### src/rtl/dma_csr_pkg.sv
package dma_csr_pkg;
    localparam int DATA_W     = 8;
    localparam int ADDR_W     = 3;
    localparam int FRAME_BITS = 2 * DATA_W;
    localparam int SYNC_STG   = 2;
    localparam int IRQ_SRC    = 2;
    localparam int CTRL_EN_BIT  = 0;
    localparam int CTRL_IEN_BIT = 2;

    typedef enum logic [ADDR_W-1:0] {
        A_BASE_LO = 3'd0,
        A_BASE_HI = 3'd1,
        A_LEN     = 3'd2,
        A_TAIL    = 3'd3,
        A_CTRL    = 3'd4,
        A_HEAD    = 3'd5,
        A_STAT    = 3'd6,
        A_IRQ_STS = 3'd7
    } csr_addr_e;

    typedef struct packed {
        logic      rd;
        logic [3:0] rsvd;
        csr_addr_e addr;
    } csr_hdr_t;

    function automatic csr_hdr_t hdr_of(input logic [DATA_W-1:0] b);
        return csr_hdr_t'(b);
    endfunction

    function automatic logic [DATA_W-1:0] ctrl_pack(input logic en, input logic ien);
        logic [DATA_W-1:0] v;
        v = '0;
        v[CTRL_EN_BIT]  = en;
        v[CTRL_IEN_BIT] = ien;
        return v;
    endfunction
endpackage

### src/rtl/csr_pin_sync.sv
module csr_pin_sync #(
    parameter int W = 1,
    parameter int STAGES = 2,
    parameter logic [W-1:0] INIT = '0
) (
    input  logic         clk,
    input  logic         rst,
    input  logic [W-1:0] d,
    output logic [W-1:0] q
);
    logic [STAGES-1:0][W-1:0] pipe_q;

    always_ff @(posedge clk) begin
        if (rst) pipe_q <= {STAGES{INIT}};
        else     pipe_q <= {pipe_q[STAGES-2:0], d};
    end

    assign q = pipe_q[STAGES-1];
endmodule

### src/rtl/csr_spi_frame.sv
module csr_spi_frame
    import dma_csr_pkg::*;
(
    input  logic              clk,
    input  logic              rst,
    input  logic              sclk_s,
    input  logic              mosi_s,
    input  logic              csn_s,
    input  logic [DATA_W-1:0] rd_data,
    output csr_addr_e         rd_addr,
    output logic              wr_fire,
    output csr_addr_e         wr_addr,
    output logic [DATA_W-1:0] wr_data,
    output logic              miso
);
    localparam int CNT_W = $clog2(FRAME_BITS + 1);
    localparam logic [CNT_W-1:0] HDR_LAST = CNT_W'(DATA_W - 1);
    localparam logic [CNT_W-1:0] FRM_LAST = CNT_W'(FRAME_BITS - 1);
    localparam logic [CNT_W-1:0] FRM_END  = CNT_W'(FRAME_BITS);
    localparam logic [CNT_W-1:0] DAT_FST  = CNT_W'(DATA_W);

    logic              sclk_prev_q;
    logic              sclk_rise, sclk_fall;
    logic [CNT_W-1:0]  cnt_q;
    logic [DATA_W-1:0] sh_q, tx_q, sh_next;
    logic              hdr_rd_q;
    csr_addr_e         hdr_addr_q;
    logic              hdr_done, frm_done;

    assign sclk_rise = sclk_s & ~sclk_prev_q;
    assign sclk_fall = ~sclk_s & sclk_prev_q;
    assign sh_next   = {sh_q[DATA_W-2:0], mosi_s};
    assign hdr_done  = sclk_rise && (cnt_q == HDR_LAST);
    assign frm_done  = sclk_rise && (cnt_q == FRM_LAST);
    assign rd_addr   = hdr_of(sh_next).addr;

    always_ff @(posedge clk) begin
        if (rst) sclk_prev_q <= 1'b0;
        else     sclk_prev_q <= sclk_s;
    end

    always_ff @(posedge clk) begin
        if (rst || csn_s) begin
            cnt_q      <= '0;
            sh_q       <= '0;
            tx_q       <= '0;
            hdr_rd_q   <= 1'b0;
            hdr_addr_q <= A_BASE_LO;
        end else begin
            if (sclk_rise && cnt_q != FRM_END) begin
                cnt_q <= cnt_q + 1'b1;
                sh_q  <= sh_next;
            end
            if (hdr_done) begin
                hdr_rd_q   <= hdr_of(sh_next).rd;
                hdr_addr_q <= hdr_of(sh_next).addr;
                tx_q       <= hdr_of(sh_next).rd ? rd_data : '0;
            end else if (sclk_fall && cnt_q > DAT_FST) begin
                tx_q <= tx_q << 1;
            end
        end
    end

    assign wr_fire = frm_done && !hdr_rd_q;
    assign wr_addr = hdr_addr_q;
    assign wr_data = sh_next;
    assign miso    = !csn_s && tx_q[DATA_W-1];
endmodule

### src/rtl/csr_irq_status.sv
module csr_irq_status #(
    parameter int N = 2
) (
    input  logic         clk,
    input  logic         rst,
    input  logic [N-1:0] evt,
    input  logic         clr_fire,
    input  logic [N-1:0] clr_mask,
    input  logic         irq_en,
    output logic [N-1:0] sts,
    output logic         irq
);
    logic [N-1:0] evt_q, sts_q, rise, clr;

    assign rise = evt & ~evt_q;
    assign clr  = clr_fire ? clr_mask : '0;

    always_ff @(posedge clk) begin
        if (rst) begin
            evt_q <= '0;
            sts_q <= '0;
        end else begin
            evt_q <= evt;
            sts_q <= (sts_q & ~clr) | rise;
        end
    end

    assign sts = sts_q;
    assign irq = irq_en && (|sts_q);
endmodule

### src/rtl/ring_dma_spi_regs.sv
module ring_dma_spi_regs
    import dma_csr_pkg::*;
(
    input  logic                clk,
    input  logic                rst,
    input  logic                spi_sclk,
    input  logic                spi_mosi,
    input  logic                spi_csn,
    output logic                spi_miso,
    input  logic                evt_ring_empty,
    input  logic                evt_fetch_err,
    input  logic [DATA_W-1:0]   hw_head,
    input  logic                hw_busy,
    input  logic                hw_ring_empty,
    output logic [2*DATA_W-1:0] ring_base,
    output logic [DATA_W-1:0]   ring_len,
    output logic [DATA_W-1:0]   tail_ptr,
    output logic                eng_en,
    output logic                irq_en,
    output logic                irq
);
    logic [2:0]         pins_s;
    logic               sclk_s, mosi_s, csn_s;
    csr_addr_e          rd_addr, wr_addr;
    logic [DATA_W-1:0]  rd_data, wr_data;
    logic               wr_fire;
    logic [DATA_W-1:0]  base_lo_q, base_hi_q, len_q, tail_q;
    logic               en_q, ien_q;
    logic [IRQ_SRC-1:0] irq_sts;

    csr_pin_sync #(.W(3), .STAGES(SYNC_STG), .INIT(3'b100)) u_sync (
        .clk(clk), .rst(rst),
        .d({spi_csn, spi_mosi, spi_sclk}),
        .q(pins_s)
    );
    assign {csn_s, mosi_s, sclk_s} = pins_s;

    csr_spi_frame u_frame (
        .clk(clk), .rst(rst),
        .sclk_s(sclk_s), .mosi_s(mosi_s), .csn_s(csn_s),
        .rd_data(rd_data), .rd_addr(rd_addr),
        .wr_fire(wr_fire), .wr_addr(wr_addr), .wr_data(wr_data),
        .miso(spi_miso)
    );

    always_ff @(posedge clk) begin
        if (rst) begin
            base_lo_q <= '0;
            base_hi_q <= '0;
            len_q     <= '0;
            tail_q    <= '0;
            en_q      <= 1'b0;
            ien_q     <= 1'b0;
        end else if (wr_fire) begin
            case (wr_addr)
                A_BASE_LO: base_lo_q <= wr_data;
                A_BASE_HI: base_hi_q <= wr_data;
                A_LEN:     len_q     <= wr_data;
                A_TAIL:    tail_q    <= wr_data;
                A_CTRL: begin
                    en_q  <= wr_data[CTRL_EN_BIT];
                    ien_q <= wr_data[CTRL_IEN_BIT];
                end
                default: ;
            endcase
        end
    end

    always_comb begin
        case (rd_addr)
            A_BASE_LO: rd_data = base_lo_q;
            A_BASE_HI: rd_data = base_hi_q;
            A_LEN:     rd_data = len_q;
            A_TAIL:    rd_data = tail_q;
            A_CTRL:    rd_data = ctrl_pack(en_q, ien_q);
            A_HEAD:    rd_data = hw_head;
            A_STAT:    rd_data = {{(DATA_W-2){1'b0}}, hw_busy, hw_ring_empty};
            default:   rd_data = {{(DATA_W-IRQ_SRC){1'b0}}, irq_sts};
        endcase
    end

    csr_irq_status #(.N(IRQ_SRC)) u_irq (
        .clk(clk), .rst(rst),
        .evt({evt_fetch_err, evt_ring_empty}),
        .clr_fire(wr_fire && wr_addr == A_IRQ_STS),
        .clr_mask(wr_data[IRQ_SRC-1:0]),
        .irq_en(ien_q),
        .sts(irq_sts),
        .irq(irq)
    );

    assign ring_base = {base_hi_q, base_lo_q};
    assign ring_len  = len_q;
    assign tail_ptr  = tail_q;
    assign eng_en    = en_q;
    assign irq_en    = ien_q;
endmodule

### config.mk
export PLATFORM = sky130hd
export DESIGN_NAME = ring_dma_spi_regs
export DESIGN_NICKNAME = d
export VERILOG_FILES = /design/src/rtl/dma_csr_pkg.sv /design/src/rtl/csr_pin_sync.sv /design/src/rtl/csr_spi_frame.sv /design/src/rtl/csr_irq_status.sv /design/src/rtl/ring_dma_spi_regs.sv
export SDC_FILE = /design/constraint.sdc
export NUM_CORES = 1
export LEC_CHECK = 0
export BUFFER_PORTS_ARGS = -buffer_cell sky130_fd_sc_hd__buf_2
export CORE_MARGIN = 2
export CORE_UTILIZATION = 59
export DETAILED_ROUTE_END_ITERATION = 8
export PLACE_DENSITY_LB_ADDON = 0.3
export REMOVE_ABC_BUFFERS = 1
export SLEW_MARGIN = 20
export SYNTH_ARGS = -nofsm -noshare
export SYNTH_HDL_FRONTEND = slang
export SYNTH_SLANG_ARGS = --single-unit
### constraint.sdc
create_clock -name clk -period 3.55 [get_ports clk]
set_input_delay 0 -clock clk [delete_from_list [all_inputs] [get_ports clk]]
set_output_delay 0 -clock clk [all_outputs]
set_load 0.03 [all_outputs]
==> results.cfg <==
[global_route]
grt_pass1_wl_um = 10940
grt_pass1_vias = 2298
grt_remaining_overflow = 0
antenna_found_initial = 0
groute.usage.overall_pct = 25.94
grt_start_max_net_pins = 48

[worst_setup_path]
cp-startpoint = u_frame.cnt_q[0]
critPathLaunchType = flop
cp_max_fo = 8
required_ns = 3.76
critPathKind = reg2reg
r2r_start = u_frame.cnt_q[0]
cp-end-kind = flop
cp.arrival_ns = 2.56

[route]
drt_iter0_drc = 135
routedWlPerCell_um = 15.25
met1Wirelength_um = 3162
drc = 0
viasPerCell = 5.532
ant_nets = 0
wl_met2_um = 3170
vias = 2495
dr.pass1.iters = 4
dr_wl_met3_um = 399
maxUsedRoutingLayer = met4
wirelength_um = 6879

[logic_synthesis]
synth_top_area_cell = dfxtp_1
async_flop_share_pct = 0
synthCells = 326
synth_edf_count = 0
seq_area_frac_synth_pct = 45.51
ys_top_cells_by_count = dfxtp_1 (69), nor2_1 (54), mux2i_1 (49)
synthTopCellsByArea = dfxtp_1 (46%), mux2i_1 (16%), nor2_1 (6.7%)
synth_ff_type = dfxtp_1
yosysWarnings = 0
netlist_area_um2 = 3035
synth_cell_types = 49
synth_most_common_cell = dfxtp_1
synth-seq-cells = 69
yosysTopAreaCellShare_pct = 45.51
syn_avg_cell_area_um2 = 9.311

[finish]
diodes = 0
areaGrowthSynthToFinish_pct = 17.64
fin_util_pct = 70.82
fin_nets = 396
design_area_um2 = 3571
drive_above_1_share_pct = 23.36

[floorplan]
core_area_um2 = 5042
num_rows = 26
dieArea_um2 = 5734
start_util_pct = 60.20
ios = 53
die_w_um = 75.73
die_h_um = 75.73

[clock_tree]
clkLatencyLatePin_ns = 0.34
cts_htree_levels = 3
numClockSinks = 69
root_buffer = clkbuf_8
numCtsBuffers = 9
post_cts_buffers = 0
path_clk_slew_ns = 0.07
cts_tree = yes
clockBufferDepth = 2

[sta]
final.setup.tns_ns = 0
setup_viol = 0
skew_ns = 0.007628
fin_crit_ns = 2.353
max_freq_mhz = 424.9
rsz0062_at_grt = false
relSlewSlack_pct = 43.99
hold_viol = 0
tightest_slew_ns = 0.8401
fin_crit_sh_pct = 66.29
finalMaxSlewViolations = 0

[placement]
dp_hpwl_um = 4601
gp_congestion = 0.8372
io_buffers = 52
postPlaceCellArea_um2 = 3321

[power]
ir_drop_mv = 0.2876
leakage_uw = 0.001346
p_total_uw = 1468
power.density_nw_per_um2 = 411.0

[run]
cap_viol_max_count = 0

[worst_hold_path]
min_from = hw_head[7]
hold_class = in2reg

[outcome]
status = completed
==> through the flow <==
step | setup slack (ns) | hold slack [ns] | cells
final | 1.197 | 0.1515 | 451
after global routing | 1.068 | 0.1975 | 451
after CTS | 1.201 | 0.1578 | 451
after detailed placement | 1.239 | 0.1849 | 430
after global placement | 1.296 | 0.1830 | 430
after floorplan | 0.8451 | 0.07161 | 303
==> registers in the layout, indices dropped and copies added, names as in the netlist, 3 cells and up <==
name             cells
ring_len             8
u_frame.wr_addr      3
tail_ptr             8
u_frame.sh_q         7
u_sync.pipe_q        3
u_frame.cnt_q        5
u_sync.q             3
base_hi_q            8
u_frame.tx_q         8
base_lo_q            8
==> power by group <==
| group | leakage [uW] | internal, uW | total [uW] | switching, uW |
|---|---|---|---|---|
| logic | 0.000694 | 19.8 | 42.6 | 22.8 |
| registers | 0.000558 | 780 | 785 | 5.39 |
| clock network | 0.0000943 | 341 | 640 | 299 |
| total | 0.00135 | 1140 | 1470 | 327 |
==> routing by layer <==
layer / track usage (%) / vias up
met2: 40.10 / 77
met5: 0 / -
met4: 12.09 / 0
li1: - / 1230
met1: 34.90 / 1177
met3: 5.291 / 11
==> cells in the final DEF, fill, tap and decap left out, types with 2 or more instances in the layout <==
cell,n
a22oi_1,2
nand2b_1,6
ha_1,3
a221oi_1,5
or2_2,4
clkbuf_8,10
o21ai_0,11
mux2i_1,49
inv_1,4
clkinv_2,2
mux2_2,7
o21ai_1,5
buf_2,52
or2_1,3
nor2b_1,12
dlygate4sd3_1,5
buf_4,5
a21oi_1,17
nand3_1,2
o21a_1,2
nor3b_1,3
o22ai_1,2
clkinvlp_4,3
nand2_1,16
nor3_1,3
dfxtp_1,69
nor2_1,54
==> kinds of logic (layout without fill, tap and decap cells) <==
kind of cell	Yosys count	count (layout)	share of synthesized area, %
and+or+nand+nor	115	115	19.04
DFF	69	69	45.51
muxes	56	56	18.76
AOI/OAI and AO/OA	54	54	11.09
buffers and inverters	27	82	3.792
adders and majority gates	3	3	1.237
xor gates and xnor gates	2	2	0.5772
==> layout make-up <==
type | instances | area (um^2)
Inverter | 4 | 15.01
Tap cell | 70 | 87.58
Fill cell | 389 | 1471
Clock inverter | 6 | 62.56
Timing Repair Buffer | 62 | 347.8
Sequential cell | 69 | 1381
Clock buffer | 10 | 137.6
Multi-Input combinational cell | 230 | 1539
==> path summary, 6_finish.rpt <==
path	end	slack [ns]	cells after the start
max	base_lo_q[2]	1.20	8
min	u_frame.tx_q[7]	0.15	5
max reg2reg	base_lo_q[2]	1.20	8
min reg2reg	u_sync.q[2]	0.42	1
==> worst max-delay path: stages (launching register included) <==
cell and delay (ns):
dfxtp_1 0.40, ha_1 0.21, and3_1 0.18, ha_1 0.14, nand2b_1 0.07, or3_1 0.43
nor3_4 0.46, mux2i_1 0.27, nor2_1 0.05
==> timing repair <==
action	CTS	global route
resized for setup	0	0
endpoints found under the hold margin	5	0
setup endpoints to repair	0	0
hold buffers	5	0
No activity file was read; power rests on OpenSTA's default activity.
